<file path="config.mk">
export PLATFORM = sky130hd
export DESIGN_NAME = ep_rx_fifo
export DESIGN_NICKNAME = d
export VERILOG_FILES = /design/src/rtl/ep_rx_fifo_pkg.sv /design/src/rtl/ep_rx_fifo_ptr.sv /design/src/rtl/ep_rx_fifo_mem.sv /design/src/rtl/ep_rx_fifo_stat.sv /design/src/rtl/ep_rx_fifo.sv
export SDC_FILE = /design/constraint.sdc
export NUM_CORES = 1
export LEC_CHECK = 0
export CAP_MARGIN = 10
export CORE_MARGIN = 2
export CORE_UTILIZATION = 35
export DETAILED_ROUTE_END_ITERATION = 10
export PLACE_DENSITY = 0.52
export SYNTH_ARGS = -nofsm -noshare
export SYNTH_HDL_FRONTEND = slang
export SYNTH_SLANG_ARGS = --single-unit
</file>
<file path="constraint.sdc">
create_clock -name clk -period 6.2 [get_ports clk]
set_clock_uncertainty 0.05 [all_clocks]
set_input_delay 0.93 -clock clk [delete_from_list [all_inputs] [get_ports clk]]
set_output_delay 0.93 -clock clk [all_outputs]
set_load 0.02 [all_outputs]
</file>
<file path="src/rtl/ep_rx_fifo_pkg.sv">
package ep_rx_fifo_pkg;
    typedef enum logic [2:0] {
        OP_HOLD  = 3'd0,
        OP_FLUSH = 3'd1,
        OP_READ  = 3'd2,
        OP_WRITE = 3'd3,
        OP_BOTH  = 3'd4
    } fifo_op_e;

    function automatic fifo_op_e decode_op(input logic fl, input logic rd_ok, input logic wr_ok);
        if (fl)                 return OP_FLUSH;
        else if (rd_ok && wr_ok) return OP_BOTH;
        else if (rd_ok)          return OP_READ;
        else if (wr_ok)          return OP_WRITE;
        else                     return OP_HOLD;
    endfunction
endpackage

</file>
<file path="src/rtl/ep_rx_fifo_ptr.sv">
module ep_rx_fifo_ptr #(
    parameter int DEPTH = 64,
    parameter int AW    = 6
) (
    input  logic          clk,
    input  logic          rst_n,
    input  logic          step_i,
    input  logic          zero_i,
    output logic [AW-1:0] addr_o,
    output logic          wrap_o
);
    localparam logic [AW-1:0] LAST = AW'(DEPTH - 1);

    typedef struct packed {
        logic [AW-1:0] addr;
        logic          wrap;
    } ptr_t;

    ptr_t ptr_d, ptr_q;

    always_comb begin
        ptr_d = ptr_q;
        if (zero_i) begin
            ptr_d = '0;
        end else if (step_i) begin
            if (ptr_q.addr == LAST) begin
                ptr_d.addr = '0;
                ptr_d.wrap = ~ptr_q.wrap;
            end else begin
                ptr_d.addr = ptr_q.addr + 1'b1;
            end
        end
    end

    always_ff @(posedge clk or negedge rst_n) begin
        if (!rst_n) ptr_q <= '0;
        else        ptr_q <= ptr_d;
    end

    assign addr_o = ptr_q.addr;
    assign wrap_o = ptr_q.wrap;
endmodule

</file>
<file path="src/rtl/ep_rx_fifo_mem.sv">
module ep_rx_fifo_mem #(
    parameter int DEPTH = 64,
    parameter int DW    = 8,
    parameter int AW    = 6
) (
    input  logic          clk,
    input  logic          rst_n,
    input  logic          we_i,
    input  logic [AW-1:0] waddr_i,
    input  logic [DW-1:0] wdata_i,
    input  logic          re_i,
    input  logic [AW-1:0] raddr_i,
    output logic [DW-1:0] rdata_o
);
    typedef struct packed {
        logic [DW-1:0] rdata;
    } out_t;

    logic [DW-1:0] store_q [DEPTH];
    out_t out_d, out_q;

    always_comb begin
        out_d = out_q;
        if (re_i) out_d.rdata = store_q[raddr_i];
    end

    always_ff @(posedge clk) begin
        if (we_i) store_q[waddr_i] <= wdata_i;
    end

    always_ff @(posedge clk or negedge rst_n) begin
        if (!rst_n) out_q <= '0;
        else        out_q <= out_d;
    end

    assign rdata_o = out_q.rdata;
endmodule

</file>
<file path="src/rtl/ep_rx_fifo_stat.sv">
module ep_rx_fifo_stat #(
    parameter int DEPTH = 64,
    parameter int AW    = 6,
    parameter int CW    = 7
) (
    input  logic          clk,
    input  logic          rst_n,
    input  logic [AW-1:0] waddr_i,
    input  logic          wwrap_i,
    input  logic [AW-1:0] raddr_i,
    input  logic          rwrap_i,
    input  logic [CW-1:0] warn_level_i,
    input  logic          wr_req_i,
    input  logic          flush_i,
    input  logic          clr_i,
    output logic [CW-1:0] count_o,
    output logic [CW-1:0] free_o,
    output logic          empty_o,
    output logic          full_o,
    output logic          warn_o,
    output logic          overrun_o
);
    localparam logic [CW-1:0] SIZE = CW'(DEPTH);

    typedef struct packed {
        logic warn;
        logic overrun;
    } flags_t;

    flags_t flg_d, flg_q;
    logic [CW-1:0] span;

    always_comb begin
        if (wwrap_i == rwrap_i) span = CW'(waddr_i) - CW'(raddr_i);
        else                    span = SIZE - CW'(raddr_i) + CW'(waddr_i);
    end

    assign count_o = span;
    assign free_o  = SIZE - span;
    assign empty_o = (span == '0);
    assign full_o  = (span == SIZE);

    always_comb begin
        flg_d = flg_q;
        if (clr_i) begin
            flg_d.warn    = 1'b0;
            flg_d.overrun = 1'b0;
        end
        if (free_o <= warn_level_i) flg_d.warn = 1'b1;
        if (flush_i)                flg_d.overrun = 1'b0;
        else if (wr_req_i && full_o) flg_d.overrun = 1'b1;
    end

    always_ff @(posedge clk or negedge rst_n) begin
        if (!rst_n) flg_q <= '0;
        else        flg_q <= flg_d;
    end

    assign warn_o    = flg_q.warn;
    assign overrun_o = flg_q.overrun;
endmodule

</file>
<file path="src/rtl/ep_rx_fifo.sv">
module ep_rx_fifo #(
    parameter int DEPTH = 64,
    parameter int DW    = 8,
    localparam int AW   = (DEPTH > 1) ? $clog2(DEPTH) : 1,
    localparam int CW   = AW + 1
) (
    input  logic          clk,
    input  logic          rst_n,
    input  logic          wr_en,
    input  logic [DW-1:0] wr_data,
    input  logic          rd_en,
    output logic [DW-1:0] rd_data,
    input  logic          flush,
    input  logic [CW-1:0] warn_level,
    input  logic          flag_clr,
    output logic [CW-1:0] count,
    output logic [CW-1:0] free_level,
    output logic          warn,
    output logic          overrun
);
    import ep_rx_fifo_pkg::*;

    fifo_op_e      op;
    logic          empty_s, full_s;
    logic          do_rd, do_wr;
    logic [AW-1:0] waddr, raddr;
    logic          wwrap, rwrap;

    assign op    = decode_op(flush, rd_en && !empty_s, wr_en && !full_s);
    assign do_rd = (op == OP_READ)  || (op == OP_BOTH);
    assign do_wr = (op == OP_WRITE) || (op == OP_BOTH);

    ep_rx_fifo_ptr #(.DEPTH(DEPTH), .AW(AW)) u_wptr (
        .clk(clk), .rst_n(rst_n), .step_i(do_wr), .zero_i(op == OP_FLUSH),
        .addr_o(waddr), .wrap_o(wwrap)
    );

    ep_rx_fifo_ptr #(.DEPTH(DEPTH), .AW(AW)) u_rptr (
        .clk(clk), .rst_n(rst_n), .step_i(do_rd), .zero_i(op == OP_FLUSH),
        .addr_o(raddr), .wrap_o(rwrap)
    );

    ep_rx_fifo_mem #(.DEPTH(DEPTH), .DW(DW), .AW(AW)) u_mem (
        .clk(clk), .rst_n(rst_n),
        .we_i(do_wr), .waddr_i(waddr), .wdata_i(wr_data),
        .re_i(do_rd), .raddr_i(raddr), .rdata_o(rd_data)
    );

    ep_rx_fifo_stat #(.DEPTH(DEPTH), .AW(AW), .CW(CW)) u_stat (
        .clk(clk), .rst_n(rst_n),
        .waddr_i(waddr), .wwrap_i(wwrap), .raddr_i(raddr), .rwrap_i(rwrap),
        .warn_level_i(warn_level), .wr_req_i(wr_en), .flush_i(flush),
        .clr_i(flag_clr),
        .count_o(count), .free_o(free_level),
        .empty_o(empty_s), .full_o(full_s),
        .warn_o(warn), .overrun_o(overrun)
    );
endmodule

</file>
---- Yosys cells after proc, flatten, opt, wreduce, memory -nomap -nowiden ----
Memory sizes are Yosys's and may differ from the RTL's. A register that Yosys moved wholly into a read port is not among the register bits.
Cells that the tools add are included.
operators by class
  add/subtract/negate cells ............... 6
  multipliers ............................. 0
  div/mod/pow operators ................... 0
  magnitude comparators ................... 1
  eq/ne operators ......................... 8
  shifts and indexed selects .............. 0
  muxes and demuxes ....................... 19
  bitwise gates (word level) .............. 2
  reductions and logical operators ........ 18
operators by type and width
  kind                   count
  $mux W7                5
  $add A6 B1 Y6 const B  2
  $eq A6 B6 Y1 const B   2
  $mux W6                2
  $reduce_bool A2 Y1     5
  $add A7 B6 Y7          1
  $eq A7 B7 Y1 const B   1
  $le A7 B7 Y1           1
  $logic_not A7 Y1       1
  $mux W1                7
  $sub A6 B6 Y7          1
  $sub A7 B6 Y7 const A  1
  $sub A7 B7 Y7 const A  1
  $eq A3 B2 Y1 const B   2
  $mux W2                3
  $mux W3                2
  $logic_and A1 B1 Y1    4
  $reduce_and A2 Y1      2
  $eq A3 B1 Y1 const B   1
  $eq A3 B3 Y1 const B   1
  $logic_not A1 Y1       3
  $reduce_bool A3 Y1     1
  $logic_or A1 B1 Y1     2
  $not A1 Y1             2
  $eq A1 B1 Y1           1
storage, ports and cells
  flip-flop bits (word level) ............. 16
  latch bits .............................. 0
  memory bits (writable) .................. 512
  bits in read-only memories .............. 0
  bits of input ports ..................... 21
  output and inout bits ................... 24
  logic and storage cells ................. 61
  memories kept ........................... 1
memory list
  memory         depth  width  rd ports  clocked after memory_dff  write ports  RTL line              RTL
  u_mem.store_q  64     8      1         1                         1            ep_rx_fifo_mem.sv:19  logic [DW-1:0] store_q [DEPTH];

---- Depth between registers and ports, before layout ----
  depth in word-level cells ............... 14
  gate-level depth with buffers ........... 19
  mapped depth without buffers ............ 16

---- Modules after synthesis ----
A second synthesis with hierarchy kept.
second synthesis, totals
  cells, all modules ...................... 1113
  area, all modules ....................... 21754.6 µm²
modules (own cells, without submodules)
  module           instances  cells each  area an instance (µm²)  sequential area each (µm²)
  ep_rx_fifo_mem   1          939         20226.9                 15574.9
  ep_rx_fifo_ptr   2          37          366.6                   175.2
  ep_rx_fifo_stat  1          90          708.2                   50.0
  ep_rx_fifo       1          10          86.3                    0.0

---- Worst setup path after synthesis ----
Ideal clock, no wire load.
  kind .................................... reg-to-reg
  start point ............................. reg u_rptr.ptr_q, in the netlist u_rptr.addr_o[2]
  end point ............................... reg, netlist name u_mem.rdata_o[2]
  library setup time ...................... 126 ps
  data arrival time ....................... 4487 ps
  data required time ...................... 6024 ps
  slack ................................... 1537 ps
  cell stages (with the launch flop) ...... 17
  path buffers ............................ 3
  period minus slack after synthesis ...... 4663 ps
  cells stage by stage .................... dfrtp_1 clkbuf_1 inv_2 clkbuf_1 ha_1 o21a_1 o2111a_1 a311o_1 or4_4 o21ai_2 inv_1 ha_1 xor2_1 nor3_1 clkbuf_1 nand4_1 o32a_1
between the ends
  word-level cells in the longest chain between the ends .. 12
  elaborated cells on any way between the ends .. 18
  classes of those cells .................. add/sub (3); eq/ne (3); mux (5); reduce/logical (7)
ends and longest elaborated chain
  item                                                 RTL line               RTL
  from (decl)                                          ep_rx_fifo_ptr.sv:19   ptr_t ptr_d, ptr_q;
  from (signal assigned)                               ep_rx_fifo_ptr.sv:37   else ptr_q <= ptr_d;
  $sub A7 B6 Y7                                        ep_rx_fifo_stat.sv:35  else span = SIZE - CW'(raddr_i) + CW'(waddr_i);
  $add A7 B6 Y7                                        ep_rx_fifo_stat.sv:35
  $mux W7 *                                            ep_rx_fifo_stat.sv:34  if (wwrap_i == rwrap_i) span = CW'(waddr_i) - CW'(raddr_i);
  net count[5]                                         ep_rx_fifo.sv:16       output logic [CW-1:0] count,
  $eq A7 B7 Y1                                         ep_rx_fifo_stat.sv:41  assign full_o = (span == SIZE);
  $logic_not A1 Y1                                     ep_rx_fifo.sv:29       assign op = decode_op(flush, rd_en && !empty_s, wr_en && !full_s);
  $logic_and A1 B1 Y1                                  ep_rx_fifo.sv:29
  $mux W2                                              ep_rx_fifo_pkg.sv:14   else if (wr_ok) return OP_WRITE;
  $mux W2                                              ep_rx_fifo_pkg.sv:13   else if (rd_ok) return OP_READ;
  $mux W3 *                                            ep_rx_fifo_pkg.sv:12   else if (rd_ok && wr_ok) return OP_BOTH;
  $mux W3 *                                            ep_rx_fifo_pkg.sv:11   if (fl) return OP_FLUSH;
  $eq A3 B2 Y1 / $eq A3 B3 Y1 (equally long branches)  ep_rx_fifo.sv:30       assign do_rd = (op == OP_READ) || (op == OP_BOTH);
  $logic_or A1 B1 Y1 *                                 ep_rx_fifo.sv:30
The timed path passes the listed nets; every way through them passes the cells marked *.
A chain may end at the register's enable or synchronous reset.

---- Worst setup path after layout ----
  start point ............................. reg u_rptr.ptr_q, in the netlist u_rptr.addr_o[0]
  end point ............................... out free_level[6]
between the ends
  word-level cells in the longest chain between the ends .. 4
  elaborated cells on any way between the ends .. 5
  classes of those cells .................. add/sub (4); mux (1)
ends and longest elaborated chain
  item             RTL line               RTL
  $sub A7 B6 Y7    ep_rx_fifo_stat.sv:35
  $add A7 B6 Y7    ep_rx_fifo_stat.sv:35
  $mux W7 *        ep_rx_fifo_stat.sv:34
  $sub A7 B7 Y7 *  ep_rx_fifo_stat.sv:39  assign free_o = SIZE - span;
  to (decl)        ep_rx_fifo.sv:17       output logic [CW-1:0] free_level,
Mark *: on every way between the ends. The rest lies on a longest branch, timed or not.

==> out/qor.yml <==
vdd_drop_max_uv: 288
rows: 91
yosys_warnings: 0
start_kind: "flop"
wl_per_cell_um: 25.5
drive_gt1_share_pct: 20.9
cts.sinks: 536
ioPinCount: 45
syn_area_per_cell_sq_um: 19.4
hold_viol_final: 0
p_switching_uw: 3020
critPathCaptureType: "output port"
power_density_mw_per_mm2: 404
grt_pass1_wl_mm: 76.3
rsz0062_at_grt: "false"
slew_headroom_pct: 27.7
insertion_delay_ns: 0.59
tritoncts: "yes"
syn-num-nets: 1153
layout.nets: 1235
post-route-period-util_pct: 83.5
hp-class: "reg2reg"
drt_iter0_drc: 878
dp_hpwl_mm: 30.7
p_comb_share_pct: 27.5
cts_setup_buffers: 0
clock.fmax_mhz: 193
core_sq_mm: 0.0614
track_usage_pct: 16.5
cp_data_arrival_time_ns: 4.20
synth_cells: 1113
yosysSeqAreaShare_pct: 74.0
die_x_um: 252
grt_max_degree: 65
dp_slack_ns: 1.51
synth_edf_count: 512
switching_share_pct: 30.2
path_max_fanout: 26
post_drt_via_cell_ratio: 5.35
yosys_most_used_dff: "edfxtp_1"
antenna_found_initial: 0
cts_root_buf: "clkbuf_16"
drc: 0
portBuffers: 44
vias: 10800
tns_ns: 0
ctsResizeCount: 0
drv_slew: 0
worstMarginPinSlew_ns: 1.08
start_util_pct: 35.2
cts_buffer_depth: 3
cts_made_buffers: 54
firstDrtPassIters: 5
period_minus_slack_ns: 5.18
p_seq_share_pct: 41.5
max-cap-violations: 0
dieArea_sq_mm: 0.0637
synthArstFlopShare_pct: 4.48
cp.required_ns: 5.22
gp_congestion: 0.826
clkTransAtPathRegs_ns: 0.06
wl_mm: 51.8
n_antenna_cell: 0
finalHoldWorstSlack_ns: 0.507
netlist.area_leader.share_pct: 71.2
placed_cells: 1929
p_leak_uw: 0.00767
path_class: "reg2out"
synth_cell_types: 57
yosys-top-cells-area: "edfxtp_1 71%, mux4_2 13%, dfrtp_1 2.8%"
holdBufCountCts: 0
die_y_um: 252
setup_viol: 0
fin_util_pct: 40.3
synth.cell_area_sq_mm: 0.0216
instances_no_fill: 2027
overflow: 0
yosysTopAreaCell: "edfxtp_1"
area_growth_pct: 14.6
ant_nets: 0
status: "finished, final reports clean"
layout_setup_ws_ns: 1.02
grt_pass1_vias: 11200
htree_levels: 2
power.internal_uw: 6980
ys_ff_latch: 536
clkPwrFrac_pct: 31.1
==> stage by stage <==
| step | power, uW | cell area, sq um |
|---|---|---|
| 2_1_floorplan | 6040 | 21600 |
| 6_report | 10000 | 24800 |
| 3_3_place_gp | 6990 | 23100 |
| 5_1_grt | 10400 | 24800 |
| 3_5_place_dp | 7010 | 23100 |
| 4_1_cts | 10100 | 24800 |
==> final cells by class <==
| class | count | area, sq um |
|---|---|---|
| Clock buffer | 68 | 1430 |
| Clock inverter | 30 | 235 |
| Fill cell | 5437 | 36600 |
| Inverter | 24 | 90.1 |
| Multi-Input combinational cell | 497 | 5340 |
| Sequential cell | 536 | 16000 |
| Tap cell | 790 | 988 |
| Timing Repair Buffer | 82 | 686 |
==> state kept, by name (all words and copies together) (netlist names) <==
name              count
u_wptr.addr_o         6
u_mem.store_q       512
u_stat.overrun_o      1
u_mem.rdata_o         8
u_rptr.wrap_o         1
u_wptr.wrap_o         1
u_stat.warn_o         1
u_rptr.addr_o         6
==> metal layers <==
layer | part of all wire [%] | track usage, % | routed length, um
met1 | 44 | 22.7 | 22600
met3 | 5.5 | 2.89 | 2830
met4 | 2.0 | 4.24 | 1040
met5 | 0 | 0 | 0
met2 | 49 | 27.1 | 25300
==> cells by family (layout without fill, tap and decap cells) <==
group | Yosys count | in the layout | synth area share [%]
AOI/OAI and AO/OA | 121 | 121 | 4.52
xor gates and xnor gates | 11 | 11 | 0.446
adders and majority gates | 19 | 19 | 1.14
buffers and inverters | 80 | 204 | 1.54
DFF | 536 | 536 | 74.0
muxes | 155 | 155 | 14.1
and+or+nand+nor | 191 | 191 | 4.26
==> synthesized netlist by cell type, types with 5 or more instances <==
master	count
a21oi_1	10
a221oi_1	24
a22o_1	16
buf_1	5
buf_2	16
clkbuf_1	33
dfrtp_1	24
edfxtp_1	512
ha_1	18
inv_1	21
mux2i_1	35
mux4_2	120
nand2_1	26
nand2b_1	7
nand3_1	29
nand4_1	10
nor2_1	72
nor2b_1	7
nor3_1	12
nor4_1	9
o21ai_0	17
o22ai_1	17
o32a_1	8
xnor2_1	6
xor2_1	5
==> path summary, 6_finish.rpt <==
check | startpoint | to | slack [ns] | depth (start not counted)
setup / recovery | u_rptr.addr_o[0] | free_level[6] | 1.02 | 9
setup reg to reg | u_rptr.addr_o[0] | u_wptr.addr_o[5] | 1.50 | 15
hold / removal | u_stat.overrun_o | u_stat.overrun_o | 0.51 | 2
hold reg to reg | u_stat.overrun_o | u_stat.overrun_o | 0.51 | 2
max in group asynchronous | rst_n | u_rptr.addr_o[2] | 5.11 | 2
min in group asynchronous | rst_n | u_stat.warn_o | 0.67 | 2
==> worst max-delay path: stages, from the launching register on <==
cell,delay (ns)
dfrtp_4,0.68
ha_1,0.32
fa_1,0.40
nand2b_1,0.18
a21oi_1,0.17
xnor2_1,0.18
nor4_2,0.62
nand2_1,0.21
nand2_1,0.19
clkdlybuf4s50_1,0.63
==> power by group through the flow <==
stage	Combinational (uW)	Sequential, uW	Clock (uW)
3_3_place_gp	2760	4230	0
6_report	2750	4150	3110
3_5_place_dp	2780	4230	0
5_1_grt	2970	4160	3320
2_1_floorplan	1860	4180	0
4_1_cts	2790	4150	3180
==> cell usage in the layout (no fill, tap or decap), drive strengths merged, types with 8 or more instances in the layout <==
cell type / Yosys / routed
edfxtp: 512 / 512
mux4: 120 / 120
nor2: 72 / 72
clkbuf: 33 / 68
buf: 23 / 46
clkdlybuf4s50: 0 / 36
mux2i: 35 / 35
nand3: 29 / 29
nand2: 26 / 26
inv: 24 / 25
a221oi: 24 / 24
dfrtp: 24 / 24
clkinv: 0 / 24
o21ai: 19 / 19
ha: 18 / 18
o22ai: 17 / 17
a22o: 16 / 16
nor3: 12 / 12
nand4: 10 / 10
a21oi: 10 / 10
nor4: 10 / 10
o211ai: 9 / 9
o32a: 8 / 8
Note: power is estimated with default switching activity, not from simulation.
